File: config.mk
export PLATFORM = sky130hd
export DESIGN_NAME = dualfn_pin_ctl
export DESIGN_NICKNAME = d
export VERILOG_FILES = /design/src/rtl/rsd_pkg.sv /design/src/rtl/rsd_sync.sv /design/src/rtl/rsd_len_cnt.sv /design/src/rtl/rsd_decide.sv /design/src/rtl/dualfn_pin_ctl.sv
export SDC_FILE = /design/constraint.sdc
export NUM_CORES = 1
export LEC_CHECK = 0
export ABC_AREA = 0
export BUFFER_PORTS_ARGS = -buffer_cell sky130_fd_sc_hd__clkbuf_2
export CAP_MARGIN = 20
export CORE_AREA = 2 2 39 41
export DETAILED_ROUTE_END_ITERATION = 10
export DIE_AREA = 0 0 41 43
export RECOVER_POWER = 50
export SLEW_MARGIN = 20
export SYNTH_ARGS = -nofsm -noshare
export SYNTH_HDL_FRONTEND = slang
export SYNTH_SLANG_ARGS = --single-unit
File: constraint.sdc
create_clock -name clk_i -period 0.99 [get_ports clk_i]
set_input_delay 0.099 -clock clk_i [delete_from_list [all_inputs] [get_ports clk_i]]
set_output_delay 0.099 -clock clk_i [all_outputs]
set_load 0.02 [all_outputs]
File: src/rtl/rsd_pkg.sv
package rsd_pkg;

  typedef enum logic [1:0] {
    EV_NONE  = 2'd0,
    EV_RESET = 2'd1,
    EV_SLEEP = 2'd2
  } rsd_event_e;

  // Next run length: zero when the level is low, otherwise one more, capped at lim.
  function automatic int run_len_next(int cur, bit hi, int lim);
    if (!hi) return 0;
    if (cur >= lim) return lim;
    return cur + 1;
  endfunction

  // A run counts as short when it is nonzero and below the sleep threshold.
  function automatic bit run_is_short(int len, int lim);
    return (len > 0) && (len < lim);
  endfunction

endpackage

File: src/rtl/rsd_sync.sv
module rsd_sync #(
  parameter int STAGES = 2
) (
  input  logic clk_i,
  input  logic rst_ni,
  input  logic d_i,
  output logic q_o
);
  logic [STAGES-1:0] chain_q;

  generate
    if (STAGES == 1) begin : g_single
      always_ff @(posedge clk_i or negedge rst_ni) begin
        if (!rst_ni) chain_q <= '0;
        else         chain_q <= d_i;
      end
    end else begin : g_multi
      always_ff @(posedge clk_i or negedge rst_ni) begin
        if (!rst_ni) chain_q <= '0;
        else         chain_q <= {chain_q[STAGES-2:0], d_i};
      end
    end
  endgenerate

  assign q_o = chain_q[STAGES-1];
endmodule

File: src/rtl/rsd_len_cnt.sv
module rsd_len_cnt #(
  parameter int LIMIT = 4,
  localparam int CW   = $clog2(LIMIT + 1)
) (
  input  logic          clk_i,
  input  logic          rst_ni,
  input  logic          level_i,
  output logic [CW-1:0] len_q_o,
  output logic [CW-1:0] len_d_o
);
  logic [CW-1:0] len_q;

  assign len_d_o = CW'(rsd_pkg::run_len_next(int'(len_q), level_i, LIMIT));

  always_ff @(posedge clk_i or negedge rst_ni) begin
    if (!rst_ni) len_q <= '0;
    else         len_q <= len_d_o;
  end

  assign len_q_o = len_q;
endmodule

File: src/rtl/rsd_decide.sv
module rsd_decide #(
  parameter int LIMIT = 4,
  localparam int CW   = $clog2(LIMIT + 1)
) (
  input  logic          clk_i,
  input  logic          rst_ni,
  input  logic          level_i,
  input  logic [CW-1:0] len_q_i,
  input  logic [CW-1:0] len_d_i,
  output rsd_pkg::rsd_event_e evt_o,
  output logic          pulse_o,
  output logic          sleep_o
);
  import rsd_pkg::*;

  logic pulse_q, sleep_q;
  logic fire_rst, want_sleep;

  // A reset fires when a short run has just ended.
  assign fire_rst   = !level_i && run_is_short(int'(len_q_i), LIMIT);
  assign want_sleep = level_i && (int'(len_d_i) >= LIMIT);

  always_comb begin
    if (fire_rst)        evt_o = EV_RESET;
    else if (want_sleep) evt_o = EV_SLEEP;
    else                 evt_o = EV_NONE;
  end

  always_ff @(posedge clk_i or negedge rst_ni) begin
    if (!rst_ni) begin
      pulse_q <= 1'b0;
      sleep_q <= 1'b0;
    end else begin
      pulse_q <= (evt_o == EV_RESET);
      sleep_q <= (evt_o == EV_SLEEP);
    end
  end

  assign pulse_o = pulse_q;
  assign sleep_o = sleep_q;
endmodule

File: src/rtl/dualfn_pin_ctl.sv
module dualfn_pin_ctl #(
  parameter int SYNC_STAGES = 2,
  parameter int SLEEP_LEN   = 4,
  localparam int CW         = $clog2(SLEEP_LEN + 1)
) (
  input  logic clk_i,
  input  logic rst_ni,
  input  logic ctl_pin_i,
  output logic dp_rst_o,
  output logic sleep_o
);
  logic          ctl_sync;
  logic [CW-1:0] len_cnt;
  logic [CW-1:0] len_nxt;
  rsd_pkg::rsd_event_e evt;

  rsd_sync #(.STAGES(SYNC_STAGES)) u_sync (
    .clk_i  (clk_i),
    .rst_ni (rst_ni),
    .d_i    (ctl_pin_i),
    .q_o    (ctl_sync)
  );

  rsd_len_cnt #(.LIMIT(SLEEP_LEN)) u_cnt (
    .clk_i   (clk_i),
    .rst_ni  (rst_ni),
    .level_i (ctl_sync),
    .len_q_o (len_cnt),
    .len_d_o (len_nxt)
  );

  rsd_decide #(.LIMIT(SLEEP_LEN)) u_dec (
    .clk_i   (clk_i),
    .rst_ni  (rst_ni),
    .level_i (ctl_sync),
    .len_q_i (len_cnt),
    .len_d_i (len_nxt),
    .evt_o   (evt),
    .pulse_o (dp_rst_o),
    .sleep_o (sleep_o)
  );
endmodule

==> results.md, run 1 <==
* Setup TNS at 0 ns
* P_leak at 0.159 nW
* Final Cycle Share at 0.984
* Post_cts resized at 0
* Port buffer count at 4
* Skew-Pair Late Insertion Delay at 0.23 ns
* Cell variety after synth at 7
* Final min period at 0.974 ns
* Crit-path max FO at 3
* Initial antenna violation count at 0
* 1st-pass router iterations at 4
* Slew headroom at 0.788
* Max Fclk at 1030 MHz
* Reg clk slew, reported paths at 0.04 ns
* Final HPWL from detailed placement at 309 µm
* Area occupied by multi-input gates at 58.8 µm²
* Register area at 150 µm²
* Vias in the first global route at 152
* Fill count at 150
* Routed len/inst at 9.24 µm
* Seq/Total Area, Yosys at 0.694
* CP Launch Type: flop
* GRT Overall Usage at 0.0575
* CP required at 1.11 ns
* Antenna cell count at 0
* CTS tree: built
* GRT Max-Usage Layer: met2
* Synth Net Count at 19
* Met1 global-route usage at 0.0392
* Least-Margin Pin Slew at 0.319 ns
* Cells after synthesis at 14
* CTS Buf Count at 3
* Final setup viols at 0
* Pre-CTS setup slack at -0.0118 ns
* CP Data Arrival Time at 1.10 ns
* Slew Limit Fails at 0
* Pwr per Cell Area at 1830 nW/µm²
* Antenna-violating nets left at 0
* Max_cap viols at 0
* Grt met2 use at 0.0844
* Initial Util at 0.156
* Mapped cell area at 216 µm²
* RSZ-0062 raised after global routing: yes
* Iteration-0 DRC Markers at 1
* Clock root buffer: clkbuf_4
* Total power at 574 µW
* Share of post-route cells with drive strength above 1 at 0.360
* Worst vdd ir at 0.000293 V
* Routed wire length at 379 µm
* Die W at 41 µm
* I/O pin count at 5
* Final Hold Viols at 0
* # nets final at 32
* Remaining global-route overflow at 0
* Die Ht at 43 µm
* CP Class: flop to flop
* Syn Area/Cell at 15.5 µm²
* H-tree Lvls at 1
* CTS sink count at 6
* DRC violations left at 0
* CP endpoint kind: flop
* Top-area cell type share of the netlist area at 0.694
* Synth area leader: dfrtp_1
* First-pass GRT wire length at 552 µm
* Largest net degree at the start of global routing at 7
* Outcome: finished, final reports clean
* Row count at 14
* Grt met3 use at 0.0471
* Max Buffers Root-to-Sink at 2
* Core area at 1380 µm²
* GPL Wtd Cong at 0.491
* Setup WS post-layout at 0.0156 ns
* Synth area leaders: dfrtp_1 69%, ha_1 12%, nor3b_2 5.8%
* Clock skew at 0.00291 ns
* Drt via density at 3.39
* Seq cells post-synth at 6
* Via count at 139
* Area grow syn2layout at 44.5%
* Die ar. at 1760 µm²
* YS warnings at 0
* HP Class: primary input to asynchronous set/reset pin
[cell usage in the layout, fill, tap and decap left out]
cell	instances
clkbuf_1	1
clkbuf_4	3
nor3b_2	1
dlygate4sd3_1	2
nor3_1	1
inv_1	2
clkbuf_2	3
buf_4	2
o21a_1	1
and3b_1	1
ha_1	2
dfrtp_1	6
[logic make-up after synthesis]
family,Yosys count,synth area share
buffers and inverters,2,0.0347
AOI/OAI and AO/OA,1,0.0347
and+or+nand+nor,3,0.121
DFF,6,0.694
adders and majority gates,2,0.116
[cell type report]
| class | count | area share |
|---|---|---|
| clock buffers | 3 | 0.0720 |
| inverters | 2 | 0.0240 |
| multi-input cells | 6 | 0.188 |
| flip-flops and latches | 6 | 0.480 |
| well taps | 16 | 0.0640 |
| repair buffers | 8 | 0.172 |
[power by group]
part,switching [mW],internal [mW]
combinational,0.0362,0.0397
clock,0.0760,0.136
sequential,0.0164,0.269
total,0.129,0.445
[cells in the mapped netlist, drive strengths merged]
cell type and n:
dfrtp 6, ha 2, inv 2, and3b 1
nor3 1, nor3b 1, o21a 1
[critical path: stages (launching register included)]
cell and delay (ns):
dfrtp_1 0.38, inv_1 0.06, ha_1 0.27, and3b_1 0.16
[registers in the layout, summed over array words and instances, names as in the netlist]
name / cells
u_dec.pulse_o: 1
u_sync.chain_q: 2
u_dec.sleep_o: 1
u_cnt.len_q_o: 2
[per-layer routing]
layer,vias up,share of wire,routed length [µm]
li1,67,-,-
met1,67,0.28,107
met2,5,0.60,227
met3,0,0.11,43
met4,0,0,0
met5,-,0,0
[per-stage QoR]
step | instance area (µm²) | instances | hold slack [ns] | util
after floorplan | 216 | 14 | -0.197 | -
after global placement | 256 | 34 | -0.0801 | 0.185
after detailed placement | 256 | 34 | -0.0702 | 0.185
after CTS | 307 | 40 | 0.222 | 0.222
after global routing | 313 | 41 | 0.315 | 0.226
final | 313 | 41 | 0.267 | 0.226
[timing repair]
action / 4_1_cts / 5_1_grt
endpoints found under the hold margin: 7 / 0
setup endpoints to repair: 1 / 2
pin swaps: 0 / 1
setup buffers: 1 / 1
hold buffers: 2 / 0
[path summary, 6_finish.rpt]
kind / start / to / slack [ns] / cells past startpoint
worst max-delay path: u_cnt.len_q_o[0]$_DFF_PN0_ / u_cnt.len_q_o[1]$_DFF_PN0_ / 0.02 / 3
worst min-delay path: rst_ni / u_cnt.len_q_o[1]$_DFF_PN0_ / 0.27 / 2
worst max register to register: u_cnt.len_q_o[0]$_DFF_PN0_ / u_cnt.len_q_o[1]$_DFF_PN0_ / 0.02 / 3
worst min register to register: u_sync.chain_q[0]$_DFF_PN0_ / u_sync.chain_q[1]$_DFF_PN0_ / 0.35 / 0
max in group asynchronous: rst_ni / u_dec.pulse_o$_DFF_PN0_ / 0.48 / 2
min in group clk_i: u_sync.chain_q[0]$_DFF_PN0_ / u_sync.chain_q[1]$_DFF_PN0_ / 0.35 / 0
No activity file was read; power rests on OpenSTA's default activity.
==> inputs of run 2 (changes only) <==
SETUP_SLACK_MARGIN = 0.15   (was unset)
clock period = 1.1 ns   (was 0.99 ns; I/O delays follow)
==> run 2 against run 1 <==
Die area unchanged. Cell count did not move. Clock-buffer cell count did not move. Global-route usage increased by 0.40 points. Critical path depth unchanged. Clock power decreased by 9%. Hold slack better by 0.019 ns. Routed wire length up 0.26%. Cell area increased by 0.80%. Non-clock buffer count unchanged. First-iteration DRC count is 100% lower. Register-to-register slack better by 0.13 ns.
==> results.md, run 2 (synthesis results as in run 1) <==
* Port buffer count at 4 (unchanged)
* Core area at 1380 µm² (unchanged)
* Sw power at 117 µW (was 129 µW)
* Area grow syn2layout at 45.7% (was 44.5%)
* Die Ht at 43 µm (unchanged)
* Drt via density at 3.51 (was 3.39)
* Worst vdd ir at 0.000274 V (was 0.000293 V)
* Reg2reg setup slack at 0.15 ns (was 0.02 ns)
* Pint at 402 µW (was 445 µW)
* Iteration-0 DRC Markers at 0 (was 1)
* 1st-pass router iterations at 1 (was 4)
* Remaining global-route overflow at 0 (unchanged)
* Slew Limit Fails at 0 (unchanged)
* Setup TNS at 0 ns (unchanged)
* Row count at 14 (unchanged)
* Switch share at 0.225 (was 0.224)
* Final setup viols at 0 (unchanged)
* Outcome: finished, final reports clean (unchanged)
* Vias in the first global route at 175 (was 152)
* CTS Buf Count at 3 (unchanged)
* Largest net degree at the start of global routing at 7 (unchanged)
* Routed len/inst at 9.27 µm (was 9.24 µm)
* Reg power frac at 0.488 (was 0.498)
* I/O pin count at 5 (unchanged)
* DRC violations left at 0 (unchanged)
* Commonest non-fill, non-tap cell in the layout: dfrtp_1 (unchanged)
* Die W at 41 µm (unchanged)
* Clock root buffer: clkbuf_4 (unchanged)
* Core Util, Final at 0.228 (was 0.226)
* Max_cap viols at 0 (unchanged)
* GRT Overall Usage at 0.0616 (was 0.0575)
* Max Fclk at 1050 MHz (was 1030 MHz)
* CTS sink count at 6 (unchanged)
* Final min period at 0.952 ns (was 0.974 ns)
* Antenna-violating nets left at 0 (unchanged)
* First-pass GRT wire length at 600 µm (was 552 µm)
* Most frequent cells in the layout: 6 x dfrtp_1, 4 x clkbuf_4 (was 6 x dfrtp_1, 3 x clkbuf_4, 3 x clkbuf_2)
* Routed wire length at 380 µm (was 379 µm)
* Pwr per Cell Area at 1640 nW/µm² (was 1830 nW/µm²)
* Reg clk slew, reported paths at 0.04 ns (about the same)
* RR Endpoint: u_cnt.len_q_o[1]$_DFF_PN0_ (unchanged)
* Initial Util at 0.156 (unchanged)
* P_leak at 0.159 nW (about the same)
* CP Class: flop to flop (unchanged)
* CP required at 1.22 ns (was 1.11 ns)
* CTS tree: built (unchanged)
* Antenna cell count at 0 (unchanged)
* Clock skew at 0.000355 ns (was 0.00291 ns)
* # nets final at 32 (unchanged)
* RSZ-0062 raised after global routing: yes (unchanged)
* Crit-path max FO at 3 (unchanged)
* Final Hold Viols at 0 (unchanged)
* Final Cycle Share at 0.866 (was 0.984)
* H-tree Lvls at 1 (unchanged)
* Pre-CTS setup slack at 0.0949 ns (was -0.0118 ns)
* Least-Margin Pin Slew at 0.312 ns (was 0.319 ns)
* Initial antenna violation count at 0 (unchanged)
* Setup WS post-layout at 0.148 ns (was 0.0156 ns)
* Share of post-route cells with drive strength above 1 at 0.360 (unchanged)
* Skew-Pair Late Insertion Delay at 0.24 ns (was 0.23 ns)
* Max Buffers Root-to-Sink at 2 (unchanged)
* Worst R2R Path Depth at 3 (unchanged)
* HP Class: primary input to asynchronous set/reset pin (unchanged)
* GPL Wtd Cong at 0.491 (about the same)
* R2r startpoint: u_cnt.len_q_o[0]$_DFF_PN0_ (unchanged)
* Die ar. at 1760 µm² (unchanged)
* CP Launch Type: flop (unchanged)
* Combinational power share at 0.140 (was 0.132)
* CP endpoint kind: flop (unchanged)
* Slew headroom at 0.792 (was 0.788)
* CP Data Arrival Time at 1.08 ns (was 1.10 ns)
* Via count at 144 (was 139)
* Clock share of power at 0.372 (was 0.370)
==> run 2: cell counts in the layout (fill, tap and decap cells not counted) <==
Identical to the previous run, type by type.
==> run 2: worst max path at each step <==
stage                                           from                         end  slack, ns  cells past startpoint
final                     u_cnt.len_q_o[0]$_DFF_PN0_  u_cnt.len_q_o[1]$_DFF_PN0_       0.15                      3
after global routing      u_cnt.len_q_o[0]$_DFF_PN0_  u_cnt.len_q_o[1]$_DFF_PN0_       0.11                      3
after CTS                 u_cnt.len_q_o[0]$_DFF_PN0_  u_cnt.len_q_o[1]$_DFF_PN0_       0.14                      3
after detailed placement  u_cnt.len_q_o[0]$_DFF_PN0_  u_cnt.len_q_o[1]$_DFF_PN0_       0.09                      3
after global placement    u_cnt.len_q_o[0]$_DFF_PN0_  u_cnt.len_q_o[1]$_DFF_PN0_       0.15                      3
after floorplan           u_cnt.len_q_o[0]$_DFF_PN0_  u_cnt.len_q_o[1]$_DFF_PN0_       0.16                      3
==> run 2: routing by layer <==
layer  routed length (µm)  global-route usage  up-vias
met1                  126              0.0359       71
met5                    0                   0        -
met4                    0              0.0800        0
li1                     -                   -       68
met2                  218              0.0906        5
met3                   35              0.0471        0
==> run 2: stage by stage <==
| step | hold slack [ns] | total power, mW | cell area, µm² | cells |
|---|---|---|---|---|
| 6_report | 0.286 | 0.519 | 315 | 41 |
| 3_5_place_dp | -0.0597 | 0.315 | 256 | 34 |
| 5_1_grt | 0.313 | 0.556 | 315 | 41 |
| 3_3_place_gp | -0.0691 | 0.304 | 256 | 34 |
| 2_1_floorplan | -0.186 | 0.288 | 216 | 14 |
| 4_1_cts | 0.231 | 0.536 | 317 | 41 |
==> run 2: area by class of cell <==
class,count,area (µm²)
multi-input combinational,6,58.8
fill,146,1070
timing repair buffer,8,56.3
sequential,6,150
inverter,2,7.51
tap,16,20.0
clock buffer,3,22.5
==> run 2: critical path, stage by stage (launching register included) <==
cell and delay (ns):
dfrtp_1 0.36, inv_1 0.05, ha_1 0.26, and3b_1 0.16
==> run 2: what timing repair did <==
action | 4_1_cts | 5_1_grt
pin swaps | 1 | 0
setup buffers | 2 | 0
endpoints found under the hold margin | 7 | 0
resized for setup | 1 | 0
setup endpoints to repair | 3 | 1
hold buffers | 2 | 0
==> run 2: power groups by stage <==
stage	logic (mW)	registers (mW)	clock network, mW
after floorplan	0.0223	0.266	0
after global placement	0.0473	0.257	0
after detailed placement	0.0552	0.260	0
final	0.0726	0.253	0.193
after global routing	0.0816	0.255	0.219
after CTS	0.0752	0.253	0.207
==> inputs of run 3 (changes only) <==
PLACE_DENSITY = 0.32   (was unset)
==> run 3 against run 2 <==
Global-route usage rose by 0.61 points. Cell area rose by 2.4%. Cell count rose by 2.4%. Routed wire length fell by 1.6%. Utilization rose by 0.54 points. Critical endpoint is now u_dec.sleep_o$_DFF_PN0_. Setup slack improved by 0.0044 ns. Via count rose by 4.2%. Non-clock buffer count rose by 1. Largest cell class unchanged. Total power rose by 1.6%.
==> results.md, run 3 (synthesis results as in run 1) <==
* Skew-Pair Late Insertion Delay at 0.24 ns (about the same)
* Reg2reg setup slack at 0.15 ns (about the same)
* GRT Overall Usage at 0.0676 (was 0.0616)
* Design area at 323 µm² (was 315 µm²)
* Core Util, Final at 0.233 (was 0.228)
* Max Fclk at 1060 MHz (was 1050 MHz)
* Commonest non-fill, non-tap cell in the layout: dfrtp_1 (unchanged)
* Final setup viols at 0 (unchanged)
* Most frequent cells in the layout: 6 x dfrtp_1, 4 x clkbuf_4, 3 x buf_4 (was 6 x dfrtp_1, 4 x clkbuf_4)
* Outcome: finished, final reports clean (unchanged)
* Initial antenna violation count at 0 (unchanged)
* Crit path max-delay family: flip-flops (unchanged)
* Clock skew at 0.00552 ns (was 0.000355 ns)
* DRC violations left at 0 (unchanged)
* Iteration-0 DRC Markers at 0 (unchanged)
* Area grow syn2layout at 49.1% (was 45.7%)
* Port buffer count at 4 (unchanged)
* Dpl cell area at 256 µm² (unchanged)
* First-pass GRT wire length at 655 µm (was 600 µm)
* Total power at 527 µW (was 519 µW)
* Register area at 150 µm² (unchanged)
* RSZ-0062 raised after global routing: yes (unchanged)
* Reg clk slew, reported paths at 0.05 ns (was 0.04 ns)
* Pre-CTS setup slack at 0.125 ns (was 0.0949 ns)
* CP Launch Type: flop (unchanged)
* Worst vdd ir at 0.000594 V (was 0.000274 V)
* Die ar. at 1760 µm² (unchanged)
* Worst R2R Path Depth at 3 (unchanged)
* Final Hold Viols at 0 (unchanged)
* P_leak at 0.164 nW (was 0.159 nW)
* CP required at 1.23 ns (was 1.22 ns)
* I/O pin count at 5 (unchanged)
* Max Buffers Root-to-Sink at 2 (unchanged)
* CTS Buf Count at 3 (unchanged)
* CTS sink count at 6 (unchanged)
* CP Class: flop to flop (unchanged)
* Slew Limit Fails at 0 (unchanged)
* Antenna cell count at 0 (unchanged)
* GPL Wtd Cong at 0.673 (was 0.491)
* CP endpoint kind: flop (unchanged)
* Pwr per Cell Area at 1630 nW/µm² (was 1640 nW/µm²)
* Crit-path max FO at 2 (was 3)
* CP Data Arrival Time at 1.08 ns (about the same)
* Setup TNS at 0 ns (unchanged)
* R2r startpoint: u_cnt.len_q_o[0]$_DFF_PN0_ (unchanged)
* Least-Margin Pin Slew at 0.332 ns (was 0.312 ns)
* Post-Layout Cell Count at 42 (was 41)
* Max_cap viols at 0 (unchanged)
* Slew headroom at 0.779 (was 0.792)
* Drt via density at 3.57 (was 3.51)
* Die W at 41 µm (unchanged)
* Final min period at 0.948 ns (was 0.952 ns)
* Setup WS post-layout at 0.152 ns (was 0.148 ns)
* Remaining global-route overflow at 0 (unchanged)
* CTS tree: built (unchanged)
* Hold_ws at 0.269 ns (was 0.286 ns)
* 1st-pass router iterations at 1 (unchanged)
* Antenna-violating nets left at 0 (unchanged)
* Worst path buffer plus inverter count at 1 (unchanged)
* Routed len/inst at 8.90 µm (was 9.27 µm)
* Row count at 14 (unchanged)
* Via count at 150 (was 144)
* CP max stage cell: dfrtp_1 (unchanged)
* HP Class: primary input to asynchronous set/reset pin (unchanged)
* # nets final at 33 (was 32)
* DP Cell Count at 34 (unchanged)
* Critical Path Max Stage Delay at 0.37 ns (was 0.36 ns)
* Initial Util at 0.156 (unchanged)
* Largest net degree at the start of global routing at 7 (unchanged)
* Vias in the first global route at 150 (was 175)
* Core area at 1380 µm² (unchanged)
* CP cell instances: buf_4, ha_1, o21a_1 (was inv_1, ha_1, and3b_1)
* H-tree Lvls at 1 (unchanged)
* Area occupied by multi-input gates at 58.8 µm² (unchanged)
* Share of post-route cells with drive strength above 1 at 0.385 (was 0.360)
* Fill count at 148 (was 146)
* RR Endpoint: u_dec.sleep_o$_DFF_PN0_ (was u_cnt.len_q_o[1]$_DFF_PN0_)
* Clock root buffer: clkbuf_4 (unchanged)
* Die Ht at 43 µm (unchanged)
* Routed wire length at 374 µm (was 380 µm)
* Final Cycle Share at 0.862 (was 0.866)
-- run 3: where the power goes --
part	internal, mW	total, mW	switching (mW)
combinational	0.0406	0.0764	0.0358
clock	0.123	0.198	0.0752
sequential	0.242	0.252	0.0101
-- run 3: routing by layer --
metal	vias up	track usage	wire length, µm
met3	0	0.0942	48
met5	-	0	0
met1	72	0.0654	134
met4	0	0.0200	0
li1	70	-	-
met2	8	0.0813	191
-- run 3: timing repair --
action | CTS | global route
endpoints found under the setup margin | 2 | 2
hold endpoints to repair | 7 | 0
setup buffers | 2 | 1
cloned | 0 | 0
resized for setup | 1 | 0
hold buffers | 2 | 0
-- run 3: worst max-delay path by stage --
stage,cells after the start,end,from
after detailed placement,3,u_cnt.len_q_o[1]$_DFF_PN0_,u_cnt.len_q_o[0]$_DFF_PN0_
final,3,u_dec.sleep_o$_DFF_PN0_,u_cnt.len_q_o[0]$_DFF_PN0_
after global placement,3,u_cnt.len_q_o[1]$_DFF_PN0_,u_cnt.len_q_o[0]$_DFF_PN0_
after global routing,3,u_dec.sleep_o$_DFF_PN0_,u_cnt.len_q_o[0]$_DFF_PN0_
after floorplan,3,u_cnt.len_q_o[1]$_DFF_PN0_,u_cnt.len_q_o[0]$_DFF_PN0_
after CTS,3,u_cnt.len_q_o[1]$_DFF_PN0_,u_cnt.len_q_o[0]$_DFF_PN0_
-- run 3: final cells by class --
class / instances / share of cell area
clock buffers: 3 / 0.0698
inverters: 2 / 0.0233
multi-input cells: 6 / 0.182
flip-flops and latches: 6 / 0.465
well taps: 16 / 0.0620
repair buffers: 9 / 0.198
